**config.mk**
```make
export PLATFORM = sky130hd
export DESIGN_NAME = brd_ctl_regs
export DESIGN_NICKNAME = d
export VERILOG_FILES = /design/src/rtl/brd_ctl_pkg.sv /design/src/rtl/brd_ctl_decode.sv /design/src/rtl/brd_ctl_sync.sv /design/src/rtl/brd_ctl_rstkey.sv /design/src/rtl/brd_ctl_regs.sv
export SDC_FILE = /design/constraint.sdc
export NUM_CORES = 1
export LEC_CHECK = 0
export BUFFER_PORTS_ARGS = -buffer_cell sky130_fd_sc_hd__buf_2
export CAP_MARGIN = 10
export CORE_MARGIN = 5
export CORE_UTILIZATION = 35
export CTS_CLUSTER_SIZE = 30
export DETAILED_ROUTE_END_ITERATION = 7
export PLACE_DENSITY = 0.8
export SLEW_MARGIN = 20
export SYNTH_ARGS = -nofsm -noshare
export SYNTH_HDL_FRONTEND = slang
export SYNTH_SLANG_ARGS = --single-unit
```
**constraint.sdc**
```tcl
create_clock -name clk -period 1.95 [get_ports clk]
set_clock_uncertainty 0.1 [all_clocks]
set_input_delay 0.2925 -clock clk [delete_from_list [all_inputs] [get_ports clk]]
set_output_delay 0.2925 -clock clk [all_outputs]
set_load 0.005 [all_outputs]
```
**src/rtl/brd_ctl_pkg.sv**
```systemverilog
package brd_ctl_pkg;
   // byte offsets decoded by software; their values are behaviour
   localparam logic [7:0] OFS_ID   = 8'h00;
   localparam logic [7:0] OFS_FREQ = 8'h04;
   localparam logic [7:0] OFS_LED  = 8'h08;
   localparam logic [7:0] OFS_SW   = 8'h0C;
   localparam logic [7:0] OFS_RST  = 8'h10;

   typedef enum logic [2:0] {
      SEL_NONE = 3'd0,
      SEL_ID   = 3'd1,
      SEL_FREQ = 3'd2,
      SEL_LED  = 3'd3,
      SEL_SW   = 3'd4,
      SEL_RST  = 3'd5
   } reg_sel_e;
endpackage

```
**src/rtl/brd_ctl_decode.sv**
```systemverilog
module brd_ctl_decode
   import brd_ctl_pkg::*;
#(
   parameter int ADDR_W = 16
) (
   input  logic [ADDR_W-1:0] addr,
   output reg_sel_e          sel
);
   // full-width compare: aliases of the populated offsets decode as unmapped
   always_comb begin
      sel = SEL_NONE;
      if (addr == ADDR_W'(OFS_ID))        sel = SEL_ID;
      else if (addr == ADDR_W'(OFS_FREQ)) sel = SEL_FREQ;
      else if (addr == ADDR_W'(OFS_LED))  sel = SEL_LED;
      else if (addr == ADDR_W'(OFS_SW))   sel = SEL_SW;
      else if (addr == ADDR_W'(OFS_RST))  sel = SEL_RST;
   end
endmodule

```
**src/rtl/brd_ctl_sync.sv**
```systemverilog
module brd_ctl_sync #(
   parameter int WIDTH  = 8,
   parameter int STAGES = 2
) (
   input  logic             clk,
   input  logic             rst_n,
   input  logic [WIDTH-1:0] d,
   output logic [WIDTH-1:0] q
);
   if (STAGES < 2) begin : g_bad_stages
      $error("brd_ctl_sync: STAGES must be at least 2");
   end

   logic [STAGES-1:0][WIDTH-1:0] chain;

   always_ff @(posedge clk) begin
      if (!rst_n) chain <= '0;
      else        chain <= {chain[STAGES-2:0], d};
   end

   assign q = chain[STAGES-1];
endmodule

```
**src/rtl/brd_ctl_rstkey.sv**
```systemverilog
module brd_ctl_rstkey #(
   parameter int          DATA_W  = 32,
   parameter logic [31:0] RST_KEY = 32'h0000_DEAD
) (
   input  logic              clk,
   input  logic              rst_n,
   input  logic              wr_hit,
   input  logic [DATA_W-1:0] wdata,
   output logic              req
);
   localparam logic [DATA_W-1:0] KEY_W = DATA_W'(RST_KEY);

   // whole word compared; near misses do nothing
   always_ff @(posedge clk) begin
      if (!rst_n) req <= 1'b0;
      else        req <= wr_hit && (wdata == KEY_W);
   end
endmodule

```
**src/rtl/brd_ctl_regs.sv**
```systemverilog
module brd_ctl_regs
   import brd_ctl_pkg::*;
#(
   parameter int          ADDR_W      = 16,
   parameter int          DATA_W      = 32,
   parameter int          LED_W       = 8,
   parameter int          SW_W        = 8,
   parameter int          SYNC_STAGES = 2,
   parameter logic [31:0] CLK_HZ      = 32'd10_000_000,
   parameter logic [31:0] BUILD_ID    = 32'h0927_2011,
   parameter logic [31:0] RST_KEY     = 32'h0000_DEAD
) (
   input  logic              clk,
   input  logic              rst_n,
   input  logic [ADDR_W-1:0] bus_addr,
   input  logic              bus_wr,
   input  logic [DATA_W-1:0] bus_wdata,
   input  logic              bus_rd,
   output logic [DATA_W-1:0] bus_rdata,
   input  logic [SW_W-1:0]   sw_in,
   output logic [LED_W-1:0]  led_out,
   output logic              board_rst_req
);
   if (ADDR_W < 5) begin : g_bad_addr
      $error("brd_ctl_regs: ADDR_W too small for the register offsets");
   end
   if (DATA_W < 32) begin : g_bad_data
      $error("brd_ctl_regs: DATA_W must hold a 32-bit word");
   end
   if (LED_W > DATA_W || SW_W > DATA_W || LED_W < 1 || SW_W < 1) begin : g_bad_io
      $error("brd_ctl_regs: LED_W and SW_W must be 1..DATA_W");
   end

   reg_sel_e          sel;
   logic [SW_W-1:0]   sw_sync;
   logic [LED_W-1:0]  led_q;
   logic [DATA_W-1:0] led_rd, sw_rd, rd_mux;

   brd_ctl_decode #(.ADDR_W(ADDR_W)) u_dec (
      .addr (bus_addr),
      .sel  (sel)
   );

   brd_ctl_sync #(.WIDTH(SW_W), .STAGES(SYNC_STAGES)) u_sync (
      .clk   (clk),
      .rst_n (rst_n),
      .d     (sw_in),
      .q     (sw_sync)
   );

   brd_ctl_rstkey #(.DATA_W(DATA_W), .RST_KEY(RST_KEY)) u_key (
      .clk    (clk),
      .rst_n  (rst_n),
      .wr_hit (bus_wr && (sel == SEL_RST)),
      .wdata  (bus_wdata),
      .req    (board_rst_req)
   );

   always_ff @(posedge clk) begin
      if (!rst_n)                          led_q <= '0;
      else if (bus_wr && (sel == SEL_LED)) led_q <= bus_wdata[LED_W-1:0];
   end
   assign led_out = led_q;

   // zero extension of the narrow fields
   if (LED_W == DATA_W) begin : g_led_full
      assign led_rd = led_q;
   end else begin : g_led_ext
      assign led_rd = {{(DATA_W-LED_W){1'b0}}, led_q};
   end
   if (SW_W == DATA_W) begin : g_sw_full
      assign sw_rd = sw_sync;
   end else begin : g_sw_ext
      assign sw_rd = {{(DATA_W-SW_W){1'b0}}, sw_sync};
   end

   always_comb begin
      case (sel)
         SEL_ID:   rd_mux = DATA_W'(BUILD_ID);
         SEL_FREQ: rd_mux = DATA_W'(CLK_HZ);
         SEL_LED:  rd_mux = led_rd;
         SEL_SW:   rd_mux = sw_rd;
         default:  rd_mux = '0;
      endcase
   end

   always_ff @(posedge clk) begin
      if (!rst_n)      bus_rdata <= '0;
      else if (bus_rd) bus_rdata <= rd_mux;
   end
endmodule

```
==> results.tsv <==
stage	metric	value	unit
cells_and_area	area_growth	31.5	%
sta	hold_viol	0	
clock_network	cts-hold-fix-buffers	0	
yosys	post-synth-top-area-fraction	43.8	%
clock_network	cts_tree	done	
clock_network	cts_buffer_depth	2	
clock_network	postCtsSetupBuffers	0	
floorplanning	die_area	0.00602	mm²
routing	wl	3.75	mm
cells_and_area	final_cell_mix	90 x buf_2, 35 x dfxtp_1, 22 x nand2_1, 21 x and2_1, 13 x mux2i_1	
pwr	p_total	1.63	mW
worst_setup_path	slowest_stage	nor3_1	
yosys	synth_area_leader_cell	dfxtp_1	
sta	slew_viol_final	0	
routing	drtIter0Drc	44	
worst_setup_path	worstPathArrival	1.58	ns
pwr	pwr-share-comb	8.1	%
pwr	p_switching	0.326	mW
floorplanning	dieHeight	77.6	µm
placed_design	gp_congestion	0.780	
routing	via_per_inst	4.55	
worst_setup_path	cpPeakStageDelay	0.35	ns
yosys	ys_seq_area_share	43.8	%
global_routing	grt_pass1_vias	1357	
cells_and_area	layout.cells.non_filler	300	
worst_hold_path	hold_path_class	input pin to flip-flop	
yosys	synth.avg_cell_area	9.47	µm²
floorplanning	io-pin-count	101	
pwr	p_sw_share	20.0	%
clock_network	clk_latency	0.29	ns
pwr	p_int	1.31	mW
yosys	yosysUniqueCellTypes	27	
routing	drc	0	
floorplanning	die_w	77.6	µm
placed_design	dpl.hpwl	3.09	mm
worst_setup_path	reg2regPathDepth	3	
clock_network	cts_resized	0	
worst_hold_path	holdPathStages	2	
routing	drtAntennaViolNets	0	
placed_design	placed_cells	292	
job	cap_violations	0	
floorplanning	start_util	36.5	%
sta	tns	0	ns
pwr	power_density	776	mW/mm²
worst_setup_path	cp-end-kind	flip-flop	
yosys	yosysWarnings	0	
routing	via_count	1365	
worst_setup_path	crit_cells	6	
global_routing	gr-usage-all-layers	12.1	%
sta	grt_setup_unrepaired	no	
worst_setup_path	rrSetupSlack	0.89	ns
sta	period_needed	1.47	ns
cells_and_area	mostFrequentLayoutCell	buf_2	
worst_setup_path	critical_path_peak_fanout	8	
cells_and_area	final_nets	307	
global_routing	grt_antenna_before_repair	0	
routing	firstDrtPassIters	3	
pwr	pwr-share-seq	44.9	%
worst_setup_path	crit_type	input pin to flip-flop	
cells_and_area	layout-drive-gt1-share	41.9	%
global_routing	grt_pass1_wl	5.95	mm
global_routing	grt_overflow	0	
cells_and_area	insertedDiodeCount	0	
worst_setup_path	path_buf_inv	2	
floorplanning	rows	24	
global_routing	grt_max_degree	38	
sta	worst_hold_slack	0.105	ns
clock_network	root_buffer	clkbuf_8	
clock_network	cts_sinks	35	
worst_setup_path	cp_top_family	simple AND/OR/NAND/NOR gates	
pwr	clockPowerShare	47.0	%
pwr	vdd_drop_max	366	µV
placed_design	io_buffer_count	90	
pwr	total_leakage_power	1.02	nW
worst_setup_path	worstPathCellList	buf_2, nor3_1, nand4_4, nor3_4, buf_4, mux2i_1	
sta	setup_viol	0	
worst_setup_path	critPathLaunchType	input pin	
sta	layout_setup_ws	0.480	ns
clock_network	htreeDepth	2	
yosys	ys_seq_elements	35	
yosys	netlist_area	0.00160	mm²
sta	fin_crit_sh	75.4	%
clock_network	numCtsBuffers	5	
yosys	netlist_instances	169	
routing	wl_per_cell	12.5	µm
worst_setup_path	required	2.06	ns
sta	fmax	0.680	GHz
run_status	status	complete, no violations	
placed_design	dp_slack	0.206	ns
yosys	synthTopCellsByArea	dfxtp_1 44%, buf_4 10%, and2_1 8.2%	
clock_network	path_clk_slew	0.07	ns
floorplanning	core	0.00438	mm²
==> path summary, 6_finish.rpt <==
path / from / to
worst max-delay path: bus_addr[1] / led_out[0]$_SDFFE_PN0P_
worst min register to register: u_sync.chain[5]$_SDFF_PN0_ / u_sync.q[5]$_SDFF_PN0_
worst min-delay path: sw_in[4] / u_sync.chain[4]$_SDFF_PN0_
worst max register to register: led_out[6]$_SDFFE_PN0P_ / bus_rdata[6]$_SDFFE_PN0P_
==> cells by family after synthesis <==
group                  Yosys count  share of synthesized area, %
flip-flops                      35                          43.8
buffers and inverters           36                          13.7
AO/OA/AOI/OAI                   14                          7.11
AND/OR/NAND/NOR                 70                          27.1
other                            1                         0.234
multiplexers                    13                          8.13
==> worst register-to-register path, delay by kind of cell, from the launching register on <==
kind | cells | cell delay [ns]
DFF | 1 | 0.36
AOI/OAI and AO/OA | 1 | 0.30
and+or+nand+nor | 1 | 0.17
muxes | 1 | 0.08
==> power groups by stage <==
stage                     Sequential, mW  Clock (mW)  Combinational, mW
after global placement             0.749           0              0.129
after global routing               0.734       0.825              0.148
final                              0.733       0.768              0.132
after CTS                          0.733       0.781              0.133
after detailed placement           0.750           0              0.132
after floorplan                    0.748           0             0.0745
==> metrics by stage <==
stage	cell area, µm²	util, %
after global routing	2100	48.0
after detailed placement	1970	44.9
after floorplan	1630	-
final	2100	48.0
after CTS	2100	48.0
after global placement	1970	44.9
==> synth_stat cells <==
master / count
inv_1: 6
o21ai_0: 2
buf_4: 22
conb_1: 1
o32ai_1: 5
nand3_1: 1
nor4_4: 2
buf_2: 1
nor4bb_1: 2
nand2_1: 22
dfxtp_1: 35
mux2i_1: 13
nand4_1: 3
nor2b_1: 2
a32o_1: 1
a22o_1: 4
nand4_4: 1
nor3_4: 1
nor4b_1: 1
nor3_1: 3
nor4_1: 3
nor2_1: 6
a22oi_1: 2
clkbuf_1: 5
and2_1: 21
buf_1: 2
nand4b_1: 2
==> layout make-up <==
class                      count  area, µm²
timing repair buffer          92        465
inverter                       6       22.5
fill                         438       2280
clock buffer                   5       68.8
sequential                    35        701
multi-input combinational    107        714
tap                           52       65.1
clock inverter                 3       67.6
==> flip-flops by register name, indices dropped and copies added, names as in the netlist <==
| register | cells |
|---|---|
| bus_rdata | 10 |
| u_key.req | 1 |
| u_sync.chain | 8 |
| led_out | 8 |
| u_sync.q | 8 |
==> layer usage <==
metal	part of all wire [%]	GRT usage [%]	wire (µm)	vias to the layer above
li1	-	-	-	699
met1	36	11.8	1340	600
met2	50	21.2	1870	63
met3	14	7.41	522	3
met4	0.61	3.78	23	0
met5	0	0	0	-
Power figures use the tool's default switching activity.
